**config.mk**
```make
export PLATFORM = sky130hd
export DESIGN_NAME = gpio_mw_bank
export DESIGN_NICKNAME = d
export VERILOG_FILES = /design/src/rtl/gpio_mw_pkg.sv /design/src/rtl/gpio_mw_sync.sv /design/src/rtl/gpio_mw_regs.sv /design/src/rtl/gpio_mw_rdmux.sv /design/src/rtl/gpio_mw_bank.sv
export SDC_FILE = /design/constraint.sdc
export NUM_CORES = 1
export LEC_CHECK = 0
export ABC_CLOCK_PERIOD_IN_PS = 2710
export BUFFER_PORTS_ARGS = -buffer_cell sky130_fd_sc_hd__buf_4
export CAP_MARGIN = 20
export CORE_MARGIN = 2
export CORE_UTILIZATION = 60
export DETAILED_ROUTE_END_ITERATION = 8
export GPL_ROUTABILITY_DRIVEN = 0
export PLACE_DENSITY = 0.85
export SETUP_SLACK_MARGIN = 0.15
export SLEW_MARGIN = 20
export SYNTH_ARGS = -nofsm -noshare
export SYNTH_HDL_FRONTEND = slang
export SYNTH_HIERARCHICAL = 1
export SYNTH_SLANG_ARGS = --single-unit
```
**constraint.sdc**
```tcl
create_clock -name clk -period 2.71 [get_ports clk]
set_clock_uncertainty 0.2 [all_clocks]
set_input_delay 0.1355 -clock clk [delete_from_list [all_inputs] [get_ports clk]]
set_output_delay 0.1355 -clock clk [all_outputs]
set_load 0.05 [all_outputs]
```
**src/rtl/gpio_mw_pkg.sv**
```systemverilog
package gpio_mw_pkg;
  localparam int IDX_W  = 3;
  localparam int BUS_W  = 32;
  localparam int HALF_W = BUS_W / 2;

  typedef enum logic [IDX_W-1:0] {
    IDX_LO  = 3'd0,
    IDX_HI  = 3'd1,
    IDX_OUT = 3'd2,
    IDX_PIN = 3'd3,
    IDX_DIR = 3'd4,
    IDX_EN  = 3'd5
  } reg_idx_e;

  // Keep bits whose protect bit is set, take new data where it is clear.
  function automatic logic [HALF_W-1:0] merge_half(input logic [HALF_W-1:0] cur,
                                                   input logic [BUS_W-1:0]  word);
    return (cur & word[BUS_W-1:HALF_W]) | (word[HALF_W-1:0] & ~word[BUS_W-1:HALF_W]);
  endfunction

  function automatic logic [BUS_W-1:0] impl_mask(input int n);
    logic [BUS_W-1:0] m;
    m = '0;
    for (int i = 0; i < BUS_W; i++) if (i < n) m[i] = 1'b1;
    return m;
  endfunction
endpackage

```
**src/rtl/gpio_mw_sync.sv**
```systemverilog
module gpio_mw_sync #(
  parameter int W      = 32,
  parameter int STAGES = 2
) (
  input  logic         clk,
  input  logic         rst,
  input  logic [W-1:0] d,
  output logic [W-1:0] q
);
  logic [W-1:0] stg [STAGES];

  for (genvar s = 0; s < STAGES; s++) begin : g_stage
    if (s == 0) begin : g_first
      always_ff @(posedge clk) begin
        if (rst) stg[0] <= '0;
        else     stg[0] <= d;
      end
    end else begin : g_next
      always_ff @(posedge clk) begin
        if (rst) stg[s] <= '0;
        else     stg[s] <= stg[s-1];
      end
    end
  end

  assign q = stg[STAGES-1];
endmodule

```
**src/rtl/gpio_mw_regs.sv**
```systemverilog
module gpio_mw_regs import gpio_mw_pkg::*; #(
  parameter int PINS = 32
) (
  input  logic             clk,
  input  logic             rst,
  input  logic             wr_en,
  input  logic [IDX_W-1:0] widx,
  input  logic [BUS_W-1:0] wdata,
  output logic [BUS_W-1:0] out_q,
  output logic [BUS_W-1:0] dir_q,
  output logic [BUS_W-1:0] en_q,
  output logic [BUS_W-1:0] drive_q
);
  localparam logic [BUS_W-1:0] IMPL = impl_mask(PINS);

  always_ff @(posedge clk) begin
    if (rst) begin
      out_q   <= '0;
      dir_q   <= '0;
      en_q    <= '0;
      drive_q <= '0;
    end else begin
      drive_q <= dir_q & en_q;
      if (wr_en) begin
        case (widx)
          IDX_LO:  out_q <= {out_q[BUS_W-1:HALF_W], merge_half(out_q[HALF_W-1:0], wdata)} & IMPL;
          IDX_HI:  out_q <= {merge_half(out_q[BUS_W-1:HALF_W], wdata), out_q[HALF_W-1:0]} & IMPL;
          IDX_OUT: out_q <= wdata & IMPL;
          IDX_DIR: dir_q <= wdata & IMPL;
          IDX_EN:  en_q  <= wdata & IMPL;
          default: ;
        endcase
      end
    end
  end
endmodule

```
**src/rtl/gpio_mw_rdmux.sv**
```systemverilog
module gpio_mw_rdmux import gpio_mw_pkg::*; (
  input  logic             clk,
  input  logic             rst,
  input  logic             rd_en,
  input  logic [IDX_W-1:0] ridx,
  input  logic [BUS_W-1:0] out_q,
  input  logic [BUS_W-1:0] dir_q,
  input  logic [BUS_W-1:0] en_q,
  input  logic [BUS_W-1:0] pin_view,
  output logic [BUS_W-1:0] rdata
);
  always_ff @(posedge clk) begin
    if (rst) begin
      rdata <= '0;
    end else if (rd_en) begin
      case (ridx)
        IDX_OUT: rdata <= out_q;
        IDX_PIN: rdata <= pin_view;
        IDX_DIR: rdata <= dir_q;
        IDX_EN:  rdata <= en_q;
        default: rdata <= '0;
      endcase
    end
  end
endmodule

```
**src/rtl/gpio_mw_bank.sv**
```systemverilog
module gpio_mw_bank import gpio_mw_pkg::*; #(
  parameter int PINS      = 32,
  parameter int SYNC_STGS = 2
) (
  input  logic             clk,
  input  logic             rst,
  input  logic             wr_en,
  input  logic [IDX_W-1:0] widx,
  input  logic [BUS_W-1:0] wdata,
  input  logic             rd_en,
  input  logic [IDX_W-1:0] ridx,
  output logic [BUS_W-1:0] rdata,
  input  logic [PINS-1:0]  pad_in,
  output logic [PINS-1:0]  pad_out,
  output logic [PINS-1:0]  pad_oe
);
  logic [BUS_W-1:0] out_q, dir_q, en_q, drive_q;
  logic [PINS-1:0]  sync_q;
  logic [BUS_W-1:0] pin_in_w, pin_view;

  gpio_mw_sync #(.W(PINS), .STAGES(SYNC_STGS)) u_sync (
    .clk(clk), .rst(rst), .d(pad_in), .q(sync_q)
  );

  gpio_mw_regs #(.PINS(PINS)) u_regs (
    .clk(clk), .rst(rst), .wr_en(wr_en), .widx(widx), .wdata(wdata),
    .out_q(out_q), .dir_q(dir_q), .en_q(en_q), .drive_q(drive_q)
  );

  always_comb begin
    pin_in_w = '0;
    pin_in_w[PINS-1:0] = sync_q;
  end

  // Driven pins report their own output value, others the synchronized input.
  assign pin_view = (drive_q & out_q) | (~drive_q & pin_in_w);

  gpio_mw_rdmux u_rd (
    .clk(clk), .rst(rst), .rd_en(rd_en), .ridx(ridx),
    .out_q(out_q), .dir_q(dir_q), .en_q(en_q), .pin_view(pin_view),
    .rdata(rdata)
  );

  assign pad_out = out_q[PINS-1:0];
  assign pad_oe  = drive_q[PINS-1:0];
endmodule

```
; Yosys cells after proc, flatten, opt, wreduce, memory -nomap -nowiden
; Memories as Yosys holds them, arrays and structs flattened.
; Index checks and enable logic that the tools add are counted.
[word_totals]
register_bits = 160
ramBits = 64
inputBits = 74
output_inout_bits = 96
wordCells = 44
memories = 1
[mem_list]
columns = memory, words, word_bits, rd, rd_ports_with_merged_regs, write_ports, line
row1 = u_sync.stg, 2, 32, 2, 0, 2, gpio_mw_sync.sv:10  ; logic [W-1:0] stg [STAGES];
[op_classes]
eq_ne = 8
muxes = 7
n_bitwise = 15
reduce_logical = 7
[ops]
columns = cell, n
row1 = case mux 32 bit (4 select lines), 1
row2 = AND 32 bit, 3
row3 = case mux 32 bit (3 select lines), 1
row4 = 2-to-1 mux 32 bit, 2
row5 = AND 16 bit, 3
row6 = NOT 32 bit, 1
row7 = OR 16 bit, 2
row8 = OR 32 bit, 1
row9 = NOT 16 bit, 1
row10 = "== test 3 bit, second input constant", 4
row11 = "== test 3 x 2 -> 1 bit, second input constant", 3
row12 = AND reduction 3 bit, 2
row13 = AND reduction 2 bit, 2
row14 = nonzero test 2 bit, 2
row15 = "== test 3 x 1 -> 1 bit, second input constant", 1
row16 = logical NOT 3 bit, 1
row17 = 2-to-1 mux 1 bit, 3
row18 = NOT 1 bit, 2
row19 = OR 1 bit, 2

; Depth between registers and ports, before layout
; Gate-level depths: netlist (run 1).
[logic_depth]
depth_word = 4
mapped_depth = 6
depth_no_buf = 4

; Modules after synthesis
; The synthesis (run 1) kept the hierarchy.
[by_module_without_submodules]
columns = mod, n_inst, cells_per_inst, area_each_um2, seq_area_each_um2
row1 = gpio_mw_regs, 1, 586, 4983.5, 2562.5
row2 = gpio_mw_rdmux, 1, 215, 2477.4, 640.6
row3 = gpio_mw_sync, 1, 135, 1918.1, 1281.2
row4 = gpio_mw_bank, 1, 32, 480.5, 0.0

; Worst setup path after synthesis (run 1)
; Ideal clock, no wire load.
[synth_timing]
path_kind = flip-flop to flip-flop
from = register u_regs.drive_q[28]
to = register u_rd.rdata[28]
setup_ps = 128
t_arrival_ps = 1523
required_time_ps = 2382
slack_ps = 859
path_stages_with_launch = 5
n_path_buf = 0
synth_period_minus_slack_ps = 1851
path_cell_list = dfxtp_1 -> mux2_4 -> mux2_2 -> a221oi_2 -> nor2_1
[synth_between]
elab_chain_len = 4
word_cells_on_any_way = 5
cone_classes = 1 x mux / 4 x bitwise
[synth_rtl]
columns = item, line
row1 = start: declaration, gpio_mw_regs.sv:12  ; output logic [BUS_W-1:0] drive_q
row2 = start signal: assignment, gpio_mw_regs.sv:23  ; drive_q <= dir_q & en_q;
row3 = NOT 32 bit, gpio_mw_bank.sv:36  ; assign pin_view = (drive_q & out_q) | (~drive_q & pin_in_w);
row4 = AND 32 bit, gpio_mw_bank.sv:36
row5 = OR 32 bit *, gpio_mw_bank.sv:36
row6 = net pin_view[28], gpio_mw_bank.sv:19  ; logic [BUS_W-1:0] pin_in_w, pin_view;
row7 = case mux 32 bit (4 select lines) *, gpio_mw_rdmux.sv:16  ; case (ridx)
row8 = end signal: assignment, gpio_mw_rdmux.sv:17  ; IDX_OUT: rdata <= out_q;
row9 = end signal: assignment, gpio_mw_rdmux.sv:18  ; IDX_PIN: rdata <= pin_view;
row10 = end signal: assignment, gpio_mw_rdmux.sv:19  ; IDX_DIR: rdata <= dir_q;
row11 = end: declaration, gpio_mw_rdmux.sv:10  ; output logic [BUS_W-1:0] rdata
; Mark *: on every way through the listed nets, which the timed path passes. The rest lies on a longest branch.
; A chain may end at the register's enable or synchronous reset.

==> results of run 1 <==
## cell usage in the layout, fill, tap and decap left out, types with 3 or more instances in the layout
cell type	count
dlygate4sd3_1	66
clkbuf_16	23
buf_12	4
nor2b_1	55
nand2_1	160
mux2_1	21
nand3_1	16
dfxtp_1	224
o32ai_1	8
nor2_1	64
mux2_2	11
clkbuf_1	7
mux2_4	64
nor2b_2	60
a2111oi_2	8
clkinv_2	3
a211oi_1	8
a21oi_1	96
clkbuf_8	4
a21bo_2	11
nand2b_1	26
nor3_1	8
a221oi_2	32
a21bo_1	5
buf_4	182
a22oi_1	8
## worst max-delay path, delay by kind of cell
kind | cells | cell delay [ps]
and+or+nand+nor | 2 | 200
buffers and inverters | 4 | 1900
AOI/OAI and AO/OA | 1 | 120
## power by group through the flow
stage	clock network, mW	registers (mW)	logic, mW
floorplan	0	3.55	0.417
global placement	0	3.50	0.684
detailed placement	0	3.50	0.695
CTS	3.00	3.43	0.776
global route	3.12	3.44	0.835
finish	2.98	3.43	0.795
## synth_stat cells, types with 3 or more instances
cell and count:
a221oi_2 32, a21bo_1 5, nor3_1 8, o32ai_1 8, mux2_4 64, nor2b_1 55
buf_4 5, dfxtp_1 224, buf_12 3, buf_2 24, mux2_2 11, buf_6 12
a211oi_1 8, a2111oi_2 8, nor2b_2 60, nand3_1 16, nor2_1 64, nand2_1 160
nand2b_1 26, a21bo_2 11, a22oi_1 8, clkbuf_1 23, a21oi_1 96, mux2_1 21
## registers in the layout, summed over array words and instances (netlist names), named ones only
name and cells:
u_sync/stg 64, u_rd/rdata 32, u_regs/dir_q 32, u_regs/drive_q 32, u_regs/en_q 32, u_regs/out_q 16
## per-layer routing
metal	GRT usage [%]	part of all wire, %
met1	37.1	40
met5	0	0
met3	5.38	7.4
met4	12.4	3.8
met2	52.3	49
## logic make-up (layout without fill, tap and decap cells)
family,Yosys count,in the layout,synth area share (%)
compound gates,176,176,14.5
xor+xnor,2,2,0.444
buf+inv,71,290,4.84
flops,224,224,45.5
mux,96,96,13.4
simple gates,399,399,21.3
## final cells by class
class                   count  share of cell area [%]
multi-input cells         673                    39.3
flip-flops and latches    224                    36.0
repair buffers            253                    17.0
clock buffers              33                    5.16
well taps                 216                    2.17
clock inverters             4                   0.361
## per-stage QoR
| step | utilization, % | total power [mW] | std cells |
|---|---|---|---|
| finish | 77.9 | 7.21 | 1403 |
| global route | 77.9 | 7.39 | 1403 |
| CTS | 77.9 | 7.21 | 1403 |
| detailed placement | 69.5 | 4.20 | 1300 |
| global placement | 69.5 | 4.18 | 1300 |
| floorplan | - | 3.97 | 968 |
## how the worst max path moves through the flow
stage / start / end / slack, ps / cells past startpoint
CTS: wdata[28] / flop / 710 / 7
global placement: widx[1] / u_regs/dir_q[3]$_SDFFE_PP0P_ / 890 / 5
global route: wdata[28] / flop / 500 / 7
detailed placement: ridx[0] / u_rd/rdata[12]$_SDFFE_PP0P_ / 850 / 5
finish: wdata[28] / flop / 590 / 7
floorplan: u_regs/drive_q[28]$_SDFF_PP0_ / u_rd/rdata[28]$_SDFFE_PP0P_ / 860 / 4
==> metrics.md, run 1 <==
| Metric | Value |
|---|---|
| Largest net degree at the start of global routing | 110 |
| Tot GR Track Use | a little under a third |
| Outcome | complete, no violations |
| Post-detail-place hpwl | 16,700 um |
| Initial Utilization | about three fifths |
| Area after DPL | around 0.011 mm2 |
| CP required | 2960 ps |
| Worst-Margin Slew | around 790 ps |
| Clock buffer count from CTS | 23 |
| H-tree Lvls | 1 |
| Critical path capture point type | flop |
| Deepest clock path buffer count | 3 |
| Fin area | 0.0125 mm2 |
| Grt ovf | 0 |
| Hold Path Class | in -> reg |
| 1st-iter DRT viols | 748 |
| Area of the multi-input gates | roughly 0.0049 mm2 |
| I/O Buffers | around 170 |
| Final min period | around 2100 ps |
| Pwr/cell area | 578 mW/mm2 |
| Mapped Nets | approximately 1,000 |
| Clk_lat worst skew | about 500 ps |
| Top cell type's share of synthesized area | 45.5% |
| Site row count | between 40 and 50 |
| FILL cells | about 1,000 |
| IO Pins | 170 |
| Ranking of synthesized cells by area | dfxtp_1 (45%), mux2_4 (9.7%), nand2_1 (6.1%) |
| FF/Latch Area | 0.00448 mm2 |
| DR vias/cell | between 5 and 6 |
| Final Net Count | 1,249 |
| Root buf cell | clkbuf_16 |
| First-pass DRT Iterations | 5 |
| Die width | 132 um |
| Setup tns final | 0 ps |
| Slew Viols, Final | 0 |
| Hold path cells | 4 |
| Flop-to-flop setup slack | roughly 1100 ps |
| CP max-delay cell | dlygate4sd3_1 |
| Share of cells above drive strength 1 | about a third |
| Clock Power Share | around two fifths |
| Max VDD drop | between 0.0004 and 0.0005 V |
| Worst R2R Start | u_regs/drive_q[13]$_SDFF_PP0_ |
| Resize count post-CTS | 0 |
| DRT antenna net count | 0 |
| Clock Sinks | roughly 220 |
| CP Class | in -> reg |
| RSZ-0062 raised after global routing | false |
| Cell Area, Synth | roughly 0.01 mm2 |
| Internal power | about 5.5 mW |
| Final period utilization | between 70% and 80% |
| Worst slew margin | around 47% |
| CP Max Fanout | 6 |
| Syn_area_per_cell | between 10 and 15 um2 |
| Hold-fix buffers, CTS | 66 |
| Worst-path clk slew | around 60 ps |
| Post-synthesis sequential area ratio | 45.5% |
| Ys async rst share | 0% |
| Leakage power | approximately 5.0 nW |
| CTS tree | done |
| P&R area growth vs syn | 26.5% |
| Final setup margin | 593 ps |
| Post-synth EDFFs | 0 |
| Core Region | about 0.016 mm2 |
| Vias in the first global route | roughly 8,100 |
| Reg2Reg Depth | 4 |
| Worst Hold Launch | widx[1] |
| Max stage delay on crit path | 590 ps |
| Worst-path cell chain | dlygate4sd3_1, buf_4, nand2b_1, nand3_1, dlygate4sd3_1, a21oi_1, dlygate4sd3_1 |
| Hold WS | 30.6 ps |
| R2R Path End | u_rd/rdata[13]$_SDFFE_PP0P_ |
| Switching Fraction | approximately a quarter |
| Max frequency | between 400 and 500 MHz |
| Combinational Power Share | a little over a tenth |
| Antenna diode count | 0 |
| Worst path arrival time | between 2000 and 2500 ps |
| Via count | around 8,100 |
| Synth unique cells | 37 |
| Initial antenna violation count | 0 |
| Chip height | around 130 um |
| Die area | 0.0175 mm2 |
| Final hold violation count | 0 |
| Synth warnings | 6 |
| Mapped Cells | around 970 |
| Synth area leader | dfxtp_1 |
| Drt total wl | 27,400 um |
| WL/cell | 19.5 um |
| Final Setup Violations | 0 |
| Place WS | about 850 ps |
| Switching power | ~1.7 mW |
| Max-cap viol count | 0 |
| Most used flip-flop cell after synthesis | dfxtp_1 |
| Sequential power share | 47.6% |
| Global-route wire length before repair | around 43,000 um |
| CP Launch Type | input port |
| Setup bufs post-CTS | 0 |
| FF+latch count, synth | roughly 220 |
| Worst path most repeated cell | dlygate4sd3_1 |
| # DRC | 0 |
Note: power is estimated with default switching activity, not from simulation.
==> run 2, diff against run 1 <==
--- a/config.mk
+++ b/config.mk
@@ -5,14 +5,14 @@
 export SDC_FILE = /design/constraint.sdc
 export NUM_CORES = 1
 export LEC_CHECK = 0
-export ABC_CLOCK_PERIOD_IN_PS = 2710
+export ABC_CLOCK_PERIOD_IN_PS = 2000
 export BUFFER_PORTS_ARGS = -buffer_cell sky130_fd_sc_hd__buf_4
 export CAP_MARGIN = 20
 export CORE_MARGIN = 2
-export CORE_UTILIZATION = 60
+export CORE_UTILIZATION = 56
 export DETAILED_ROUTE_END_ITERATION = 8
 export GPL_ROUTABILITY_DRIVEN = 0
-export PLACE_DENSITY = 0.85
+export PLACE_DENSITY = 0.8
 export SETUP_SLACK_MARGIN = 0.15
 export SLEW_MARGIN = 20
 export SYNTH_ARGS = -nofsm -noshare
==> constraint.sdc (replaced) <==
create_clock -name clk -period 2 [get_ports clk]
set_clock_uncertainty 0.2 [all_clocks]
set_input_delay 0.1 -clock clk [delete_from_list [all_inputs] [get_ports clk]]
set_output_delay 0.1 -clock clk [all_outputs]
set_load 0.05 [all_outputs]
==> run 2 against run 1 <==
Net effect: non-clock buffer count up 31; die area up 6.9%; sequential share of layout area down 1.1 points; register-to-register slack worse by 720 ps; core utilization down 3.3 points; worst setup slack worse by 410 ps; cell count up 3.2%; critical path type unchanged; highest routed layer unchanged.
==> metrics.md, run 2 (synthesis gave the netlist of run 1 again) <==
| Metric | Value |
|---|---|
| Outcome | complete, no violations |
| P&R area growth vs syn | 30.5% |
| # DRC | 0 |
| CP Launch Type | input port |
| Chip height | approximately 140 um |
| Die width | approximately 140 um |
| Deepest clock path buffer count | 3 |
| FF/Latch Area | between 0.004 and 0.005 mm2 |
| Final min period | 1820 ps |
| Pwr/cell area | between 700 and 800 mW/mm2 |
| Site row count | between 40 and 50 |
| Setup tns final | 0 ps |
| Max VDD drop | 0.000666 V |
| Clock Power Share | between 40% and 50% |
| Final period utilization | between 90% and 100% |
| Die area | approximately 0.019 mm2 |
| Non-filler cells, final | approximately 1,400 |
| Grt ovf | 0 |
| Largest Register | u_sync/stg |
| FILL cells | around 1,200 |
| Most common cell after layout, fill and taps aside | dfxtp_1 |
| Worst path arrival time | just over 2000 ps |
| Via count | just over 8,000 |
| First-pass DRT Iterations | 7 |
| Sequential power share | around 46% |
| Hold path cells | 4 |
| Max-cap viol count | 0 |
| Final hold violation count | 0 |
| Switching Fraction | about a quarter |
| Drt total wl | 27,100 um |
| CTS tree | done |
| CP Max Fanout | 20 |
| Global-route wire length before repair | between 40,000 and 50,000 um |
| RSZ-0062 raised after global routing | false |
| Share of cells above drive strength 1 | about a third |
| 1st-iter DRT viols | approximately 660 |
| Tot GR Track Use | about 29% |
| Area of the multi-input gates | just under 0.005 mm2 |
| Largest net degree at the start of global routing | a little under 70 |
| I/O Buffers | roughly 170 |
| Vias in the first global route | 7,984 |
| Worst-path clk slew | approximately 60 ps |
| Worst slew margin | a little under two thirds |
| Setup bufs post-CTS | 0 |
| Max frequency | roughly 550 MHz |
| Post-detail-place hpwl | between 15,000 and 20,000 um |
| Leakage power | about 5.2 nW |
| Clock buffer count from CTS | 23 |
| Slew Viols, Final | 0 |
| Clock Sinks | about 220 |
| DR vias/cell | 5.60 |
| Internal power | between 7 and 8 mW |
| H-tree Lvls | 1 |
| DRT antenna net count | 0 |
| Critical path capture point type | flop |
| CP Class | in -> reg |
| IO Pins | between 150 and 200 |
| Worst-Margin Slew | approximately 540 ps |
| Leading cell types in the layout, fill and taps excluded | dfxtp_1 (222), buf_4 (193), nand2_1 (160), a21oi_1 (96), dlygate4sd3_1 (82) |
| Initial Utilization | a little under three fifths |
| Combinational Power Share | roughly 11% |
| Initial antenna violation count | 0 |
| Root buf cell | clkbuf_16 |
| Final Net Count | 1,280 |
| Clk_lat worst skew | around 510 ps |
| Hold Path Class | in -> reg |
| Max reg flops | 64 |
| Switching power | between 2 and 2.5 mW |
| Core Region | between 0.015 and 0.02 mm2 |
| DP Cell Count | between 1,000 and 1,500 |
| WL/cell | between 15 and 20 um |
| Flop-to-flop setup slack | ~330 ps |
| Reg2Reg Depth | 4 |
| Final Setup Violations | 0 |
| CP required | approximately 2200 ps |
==> run 2: power groups by stage <==
| stage | clock network [mW] | logic, mW | registers, mW |
|---|---|---|---|
| 2_1_floorplan | 0 | 0.564 | 4.82 |
| 3_5_place_dp | 0 | 0.975 | 4.74 |
| 5_1_grt | 4.56 | 1.19 | 4.65 |
| 4_1_cts | 4.37 | 1.11 | 4.64 |
| 3_3_place_gp | 0 | 0.962 | 4.74 |
| 6_report | 4.32 | 1.13 | 4.64 |
==> run 2: cell type report <==
class                   count  share of cell area, %
repair buffers            284                   18.9
well taps                 225                   2.19
clock inverters             6                  0.817
clock buffers              35                   5.06
diodes                      1                 0.0194
flip-flops and latches    224                   34.9
multi-input cells         673                   38.1
==> run 2: critical path: stages <==
cell and delay [ps]:
dlygate4sd3_1 550, buf_4 150, and4bb_1 300, buf_12 200, nand2_1 70, a21oi_1 120, dlygate4sd3_1 560
==> run 2: routing by layer <==
metal	part of all wire, %	global-route usage, %
met5	0	0
met4	3.3	11.2
met3	7.7	4.56
met2	48	48.1
met1	41	37.1
==> run 2: worst paths after layout <==
path | start | to
worst max-delay path | wr_en | u_regs/dir_q[12]$_SDFFE_PP0P_
worst min-delay path | ridx[0] | u_rd/rdata[21]$_SDFFE_PP0P_
worst max register to register | u_regs/drive_q[12]$_SDFF_PP0_ | u_rd/rdata[12]$_SDFFE_PP0P_
worst min register to register | u_sync/stg[0][16]$_SDFF_PP0_ | u_sync/stg[1][16]$_SDFF_PP0_
==> run 2: stage by stage <==
step	worst slack, ps	total power, mW	area (um2)	utilization, %	hold slack (ps)
after CTS	171	10.1	12800	74.5	5.46
final	184	10.1	12900	74.7	21.3
after global routing	152	10.4	12900	74.6	35.5
after floorplan	158	5.38	9860	-	-27.6
after global placement	391	5.70	11300	65.4	112
after detailed placement	359	5.72	11300	65.4	114
==> run 2: repair_timing <==
action | in CTS | in global routing
endpoints found under the setup margin | 0 | 1
gates resized for setup | 0 | 4
endpoints found under the hold margin | 148 | 0
hold buffers | 82 | 0
